## src/rtl/bankdiv_pkg.sv

```systemverilog
package bankdiv_pkg;

    localparam int NBANK    = 4;
    localparam int IDX_A    = 0;
    localparam int IDX_B    = 1;
    localparam int IDX_C    = 2;
    localparam int IDX_FB   = 3;
    localparam int HALF_MAX = 20;
    localparam int CNT_W    = $clog2(HALF_MAX);

    typedef enum logic [1:0] {
        ST_HOLD   = 2'd0,
        ST_LAUNCH = 2'd1,
        ST_RUN    = 2'd2
    } phase_e;

    typedef struct packed {
        logic       rate_full;
        logic [1:0] sel_a;
        logic [1:0] sel_b;
        logic [1:0] sel_c;
        logic [2:0] sel_fb;
        logic       inv_c;
    } cfg_t;

    // Half period, in source cycles, of one path for a given code.
    function automatic logic [CNT_W-1:0] half_count(input int bank,
                                                    input logic [2:0] code,
                                                    input logic rate_full);
        int base;
        base = 2;
        case (bank)
            IDX_A:   base = (code[1:0] == 2'd3) ? 6 : int'(code[1:0]) + 2;
            IDX_B:   base = int'(code[1:0]) + 2;
            IDX_C:   base = int'(code[1:0]) + 1;
            default: base = code[2] ? 2 * (int'(code[1:0]) + 2)
                                    : int'(code[1:0]) + 2;
        endcase
        if (!rate_full) begin
            base = 2 * base;
        end
        return CNT_W'(base);
    endfunction

endpackage

```

## src/rtl/bankdiv_fsm.sv

```systemverilog
module bankdiv_fsm
    import bankdiv_pkg::*;
(
    input  logic clk,
    input  logic rst_oe_n,
    output logic div_en,
    output logic out_valid
);

    phase_e state;
    phase_e nxt;

    always_ff @(posedge clk) begin
        if (!rst_oe_n) begin
            state <= ST_HOLD;
        end else begin
            state <= nxt;
        end
    end

    always_comb begin
        nxt = ST_HOLD;
        unique case (state)
            ST_HOLD:   nxt = ST_LAUNCH;
            ST_LAUNCH: nxt = ST_RUN;
            ST_RUN:    nxt = ST_RUN;
            default:   nxt = ST_HOLD;
        endcase
    end

    always_comb begin
        div_en    = 1'b0;
        out_valid = 1'b0;
        unique case (state)
            ST_HOLD: begin
                div_en    = 1'b0;
                out_valid = 1'b0;
            end
            ST_LAUNCH: begin
                div_en    = 1'b1;
                out_valid = 1'b0;
            end
            ST_RUN: begin
                div_en    = 1'b1;
                out_valid = 1'b1;
            end
            default: begin
                div_en    = 1'b0;
                out_valid = 1'b0;
            end
        endcase
    end

endmodule

```

## src/rtl/bankdiv_cfg.sv

```systemverilog
module bankdiv_cfg
    import bankdiv_pkg::*;
(
    input  logic                        clk,
    input  logic                        rst_oe_n,
    input  logic                        rate_full,
    input  logic [1:0]                  sel_a,
    input  logic [1:0]                  sel_b,
    input  logic [1:0]                  sel_c,
    input  logic [2:0]                  sel_fb,
    input  logic                        inv_c_hi,
    output logic [NBANK-1:0][CNT_W-1:0] half,
    output logic                        inv_c
);

    cfg_t held;

    // Configuration is captured only while reset is held low.
    always_ff @(posedge clk) begin
        if (!rst_oe_n) begin
            held.rate_full <= rate_full;
            held.sel_a     <= sel_a;
            held.sel_b     <= sel_b;
            held.sel_c     <= sel_c;
            held.sel_fb    <= sel_fb;
            held.inv_c     <= inv_c_hi;
        end
    end

    always_comb begin
        half[IDX_A]  = half_count(IDX_A,  {1'b0, held.sel_a}, held.rate_full);
        half[IDX_B]  = half_count(IDX_B,  {1'b0, held.sel_b}, held.rate_full);
        half[IDX_C]  = half_count(IDX_C,  {1'b0, held.sel_c}, held.rate_full);
        half[IDX_FB] = half_count(IDX_FB, held.sel_fb,        held.rate_full);
    end

    assign inv_c = held.inv_c;

endmodule

```

## src/rtl/bankdiv_cell.sv

```systemverilog
module bankdiv_cell #(
    parameter int CNT_W = 5
) (
    input  logic             clk,
    input  logic             rst_oe_n,
    input  logic             en,
    input  logic [CNT_W-1:0] half,
    output logic             q
);

    logic [CNT_W-1:0] cnt;
    logic [CNT_W-1:0] last;

    assign last = half - CNT_W'(1);

    // Parked at the terminal count so the first enabled edge raises q.
    always_ff @(posedge clk) begin
        if (!rst_oe_n || !en) begin
            cnt <= last;
            q   <= 1'b0;
        end else if (cnt == last) begin
            cnt <= '0;
            q   <= ~q;
        end else begin
            cnt <= cnt + CNT_W'(1);
        end
    end

endmodule

```

## src/rtl/bankdiv_top.sv

```systemverilog
module bankdiv_top
    import bankdiv_pkg::*;
#(
    parameter int LANES = 4
) (
    input  logic             clk_src,
    input  logic             rst_oe_n,
    input  logic             rate_full,
    input  logic [1:0]       sel_a,
    input  logic [1:0]       sel_b,
    input  logic [1:0]       sel_c,
    input  logic [2:0]       sel_fb,
    input  logic             inv_c_hi,
    output logic [LANES-1:0] qa,
    output logic [LANES-1:0] qb,
    output logic [LANES-1:0] qc,
    output logic             qfb,
    output logic             q_valid
);

    localparam int INV_FROM = LANES / 2;

    logic                        div_en;
    logic                        run;
    logic                        inv_c;
    logic [NBANK-1:0][CNT_W-1:0] half;
    logic [NBANK-1:0]            div_q;

    bankdiv_fsm u_fsm (
        .clk       (clk_src),
        .rst_oe_n  (rst_oe_n),
        .div_en    (div_en),
        .out_valid (run)
    );

    bankdiv_cfg u_cfg (
        .clk       (clk_src),
        .rst_oe_n  (rst_oe_n),
        .rate_full (rate_full),
        .sel_a     (sel_a),
        .sel_b     (sel_b),
        .sel_c     (sel_c),
        .sel_fb    (sel_fb),
        .inv_c_hi  (inv_c_hi),
        .half      (half),
        .inv_c     (inv_c)
    );

    for (genvar g = 0; g < NBANK; g++) begin : g_path
        bankdiv_cell #(.CNT_W(CNT_W)) u_cell (
            .clk      (clk_src),
            .rst_oe_n (rst_oe_n),
            .en       (div_en),
            .half     (half[g]),
            .q        (div_q[g])
        );
    end

    for (genvar l = 0; l < LANES; l++) begin : g_lane
        assign qa[l] = run & div_q[IDX_A];
        assign qb[l] = run & div_q[IDX_B];
        if (l >= INV_FROM) begin : g_inv
            assign qc[l] = run & (div_q[IDX_C] ^ inv_c);
        end else begin : g_dir
            assign qc[l] = run & div_q[IDX_C];
        end
    end

    assign qfb     = run & div_q[IDX_FB];
    assign q_valid = run;

endmodule

```

## config.mk

```make
export PLATFORM = sky130hd
export DESIGN_NAME = bankdiv_top
export DESIGN_NICKNAME = d
export VERILOG_FILES = /design/src/rtl/bankdiv_pkg.sv /design/src/rtl/bankdiv_fsm.sv /design/src/rtl/bankdiv_cfg.sv /design/src/rtl/bankdiv_cell.sv /design/src/rtl/bankdiv_top.sv
export SDC_FILE = /design/constraint.sdc
export NUM_CORES = 1
export LEC_CHECK = 0
export ABC_AREA = 1
export BUFFER_PORTS_ARGS = -buffer_cell sky130_fd_sc_hd__buf_2
export CORE_MARGIN = 3
export CORE_UTILIZATION = 42
export CTS_BUF_LIST = sky130_fd_sc_hd__clkbuf_16
export DETAILED_ROUTE_END_ITERATION = 10
export HOLD_SLACK_MARGIN = 0.1
export PLACE_DENSITY_LB_ADDON = 0.08
export REMOVE_ABC_BUFFERS = 1
export SKIP_CTS_REPAIR_TIMING = 1
export SYNTH_ARGS = -nofsm -noshare
export SYNTH_HDL_FRONTEND = slang
export SYNTH_HIERARCHICAL = 1
export SYNTH_SLANG_ARGS = --single-unit
```

## constraint.sdc

```tcl
create_clock -name clk_src -period 2.4 [get_ports clk_src]
set_input_delay 0.36 -clock clk_src [delete_from_list [all_inputs] [get_ports clk_src]]
set_output_delay 0.36 -clock clk_src [all_outputs]
set_load 0.01 [all_outputs]
```

==> impl_metrics.csv <==
group,metric,value,unit
logic_synthesis,avgSynthCellArea,6.57,µm²
clock_network,numCtsBuffers,5,
worst_setup_path,path_max_fanout,11,
route,vias,2513,
worst_setup_path,reg2regPathDepth,11,
global_route,grt_usage,0.165,
logic_synthesis,async_reset_ff_frac,0,
power,power_frac_comb,0.397,
logic_synthesis,yosys_most_used_dff,"dfxtp_1",
hold_path,min_path_type,"input port to flop",
route,drc,0,
power,p_clk_frac,0.241,
worst_setup_path,worstSetupStartpointType,"flop",
logic_synthesis,synth.top_cell.area_share,0.188,
logic_synthesis,synth_common_cells,"nand2_1 (115), inv_1 (65), nand3_1 (39), nor2_1 (35), o21ai_0 (34)",
placed_design,gp_congestion,0.845,
logic_synthesis,yosys.area.top_type,"dfxtp_1",
logic_synthesis,synth_edf_count,11,
run_status,outcome,"complete, no violations",
global_route,grt.overflow.total,0,
floorplan,row_count,28,
timing,grt_setup_unrepaired,"yes",
logic_synthesis,synthTopCellsByArea,"dfxtp_1 (19%), nand2_1 (16%), edfxtp_1 (12%), inv_1 (8.8%), nand3_1 (7.0%)",
clock_network,clk_path_buf_depth,2,
power,p_sw_frac,0.411,
clock_network,clk_latency,0.27,ns
global_route,grt_pass1_wl,10100,µm
timing,timing.fmax,0.455,GHz
power,p_int,0.00152,W
logic_synthesis,syn_area,2770,µm²
floorplan,die_width,87.3,µm
logic_synthesis,synth.distinct_cells,20,
clock_network,clock_tree.root_cell,"clkbuf_16",
placed_design,place_hpwl,4450,µm
timing,slew_violations,0,
route,ant_nets,0,
clock_network,clock-sinks,37,
logic_synthesis,yosys_warnings,6,
finish,drive_gt1_frac,0.193,
route,wirelength,5670,µm
logic_synthesis,synth.most_common_cell,"nand2_1",
global_route,grt_max_degree,12,
global_route,grt_pass1_vias,2245,
logic_synthesis,syn_inst,422,
timing,finalSetupViolations,0,
worst_setup_path,worstSetupEndpointType,"flop",
floorplan,die_area,7610,µm²
power,p_seq_frac,0.362,
floorplan,pin_count,27,
power,power.switching,0.00106,W
floorplan,die_h,87.3,µm
route,wl_per_cell,10.9,µm
floorplan,start_util,0.450,
clock_network,cts_tree,"yes",
finish,num_antenna_cells,0,
worst_setup_path,cp.required,2.55,ns
timing,skew,0.00300,ns
floorplan,core_area,6170,µm²
power,power.total,0.00258,W
route,drt-initial-drc-count,121,
placed_design,numPortBuffers,26,
timing,fin_crit_sh,0.915,
power,p_per_area,849,nW/µm²
timing,setup-tns-final,0,ns
finish,n_fill_cell,617,
logic_synthesis,synth-seq-area-share,0.307,
flow_run,cap_violations,0,
route,firstDrtPassIters,5,
clock_network,clk_pin_slew,0.06,ns
timing,period_needed,2.20,ns
logic_synthesis,ys_ff_latch,37,
clock_network,htree_levels,2,
power,cellLeakagePower,1.59,nW
hold_path,whs_path_depth,1,
finish,nets,470,
power,vdd_ir_drop_max,0.000408,V
worst_setup_path,worstPathArrival,2.35,ns
route,vias_per_cell,4.83,
timing,finalHoldViolations,0,
worst_setup_path,worstSetupPathType,"flop to flop",
global_route,antenna_found_initial,0,
finish,syn2layout_area_growth,9.84,%
## flip-flops by register name, indices dropped and copies added, names as in the netlist
name	count
g_path.u_cell/cnt	20
u_cfg/held	10
u_cfg/inv_c	1
u_fsm/state	2
g_path.u_cell/q	4
## path summary, 6_finish.rpt
path | startpoint | slack, ns | endpoint
worst max-delay path | u_cfg/held[10] | 0.20 | g_path[3].u_cell/cnt[3]
worst min-delay path | sel_b[0] | 0.26 | u_cfg/held[6]
worst max register to register | u_cfg/held[10] | 0.20 | g_path[3].u_cell/cnt[3]
worst min register to register | g_path[0].u_cell/q | 0.52 | g_path[0].u_cell/q
## area by class of cell
class / instances / area (µm²) / area share
clock inverter: 3 / 12.5 / 0.00411
timing repair buffer: 26 / 130 / 0.0427
multi-input combinational: 300 / 1550 / 0.510
tap: 75 / 93.8 / 0.0308
sequential: 37 / 851 / 0.279
clock buffer: 5 / 125 / 0.0411
inverter: 74 / 280 / 0.0920
## cell usage in the layout, fill, tap and decap left out, types with 2 or more instances in the layout
cell,instances
nor2_2,9
nor2_1,34
dfxtp_1,26
o21ai_0,34
nand3_1,39
a21oi_1,5
nand2_2,20
edfxtp_1,11
conb_1,3
nor2_4,8
nand4_1,12
inv_1,65
o21ai_2,2
nand3_2,4
clkbuf_16,5
ha_1,13
nand2_1,115
clkinv_1,2
buf_2,26
inv_2,8
## cells by family after synthesis
kind of cell	after synthesis	synth area share
buf+inv	87	0.138
fa+ha+maj	13	0.0587
compound gates	42	0.0785
flops	37	0.307
other cells	1	0.00135
simple gates	242	0.417
## worst max-delay path: stages (launching register included)
cell and delay [ns]:
edfxtp_1 0.59, inv_4 0.14, nor3_4 0.21, inv_2 0.08, ha_1 0.30, inv_1 0.05, nand2_1 0.07, nand4_1 0.14
nor2_4 0.13, nand3_2 0.09, o21ai_0 0.15, o21ai_0 0.12
## routing by layer
metal	track usage	share of wire
met3	0.0341	0.053
met4	0.0377	0.0064
met5	0	0
met2	0.251	0.41
met1	0.238	0.53
## stage by stage
step | util | worst slack [ns] | instance area [µm²] | std cells | hold WS [ns]
after floorplan | - | 0.463 | 2680 | 411 | 0.453
after global placement | 0.470 | 0.204 | 2900 | 512 | 0.516
after detailed placement | 0.470 | 0.198 | 2900 | 512 | 0.516
after CTS | 0.492 | 0.175 | 3040 | 520 | 0.252
after global routing | 0.494 | -0.00387 | 3050 | 520 | 0.257
final | 0.494 | 0.204 | 3050 | 520 | 0.260
## power by group through the flow
stage | logic, W | registers, W | clock network, W
6_report | 0.00103 | 0.000935 | 0.000622
5_1_grt | 0.00121 | 0.000959 | 0.000672
4_1_cts | 0.00103 | 0.000932 | 0.000648
3_5_place_dp | 0.00102 | 0.000944 | 0
3_3_place_gp | 0.00102 | 0.000945 | 0
2_1_floorplan | 0.000850 | 0.000900 | 0
Power figures use the tool's default switching activity.
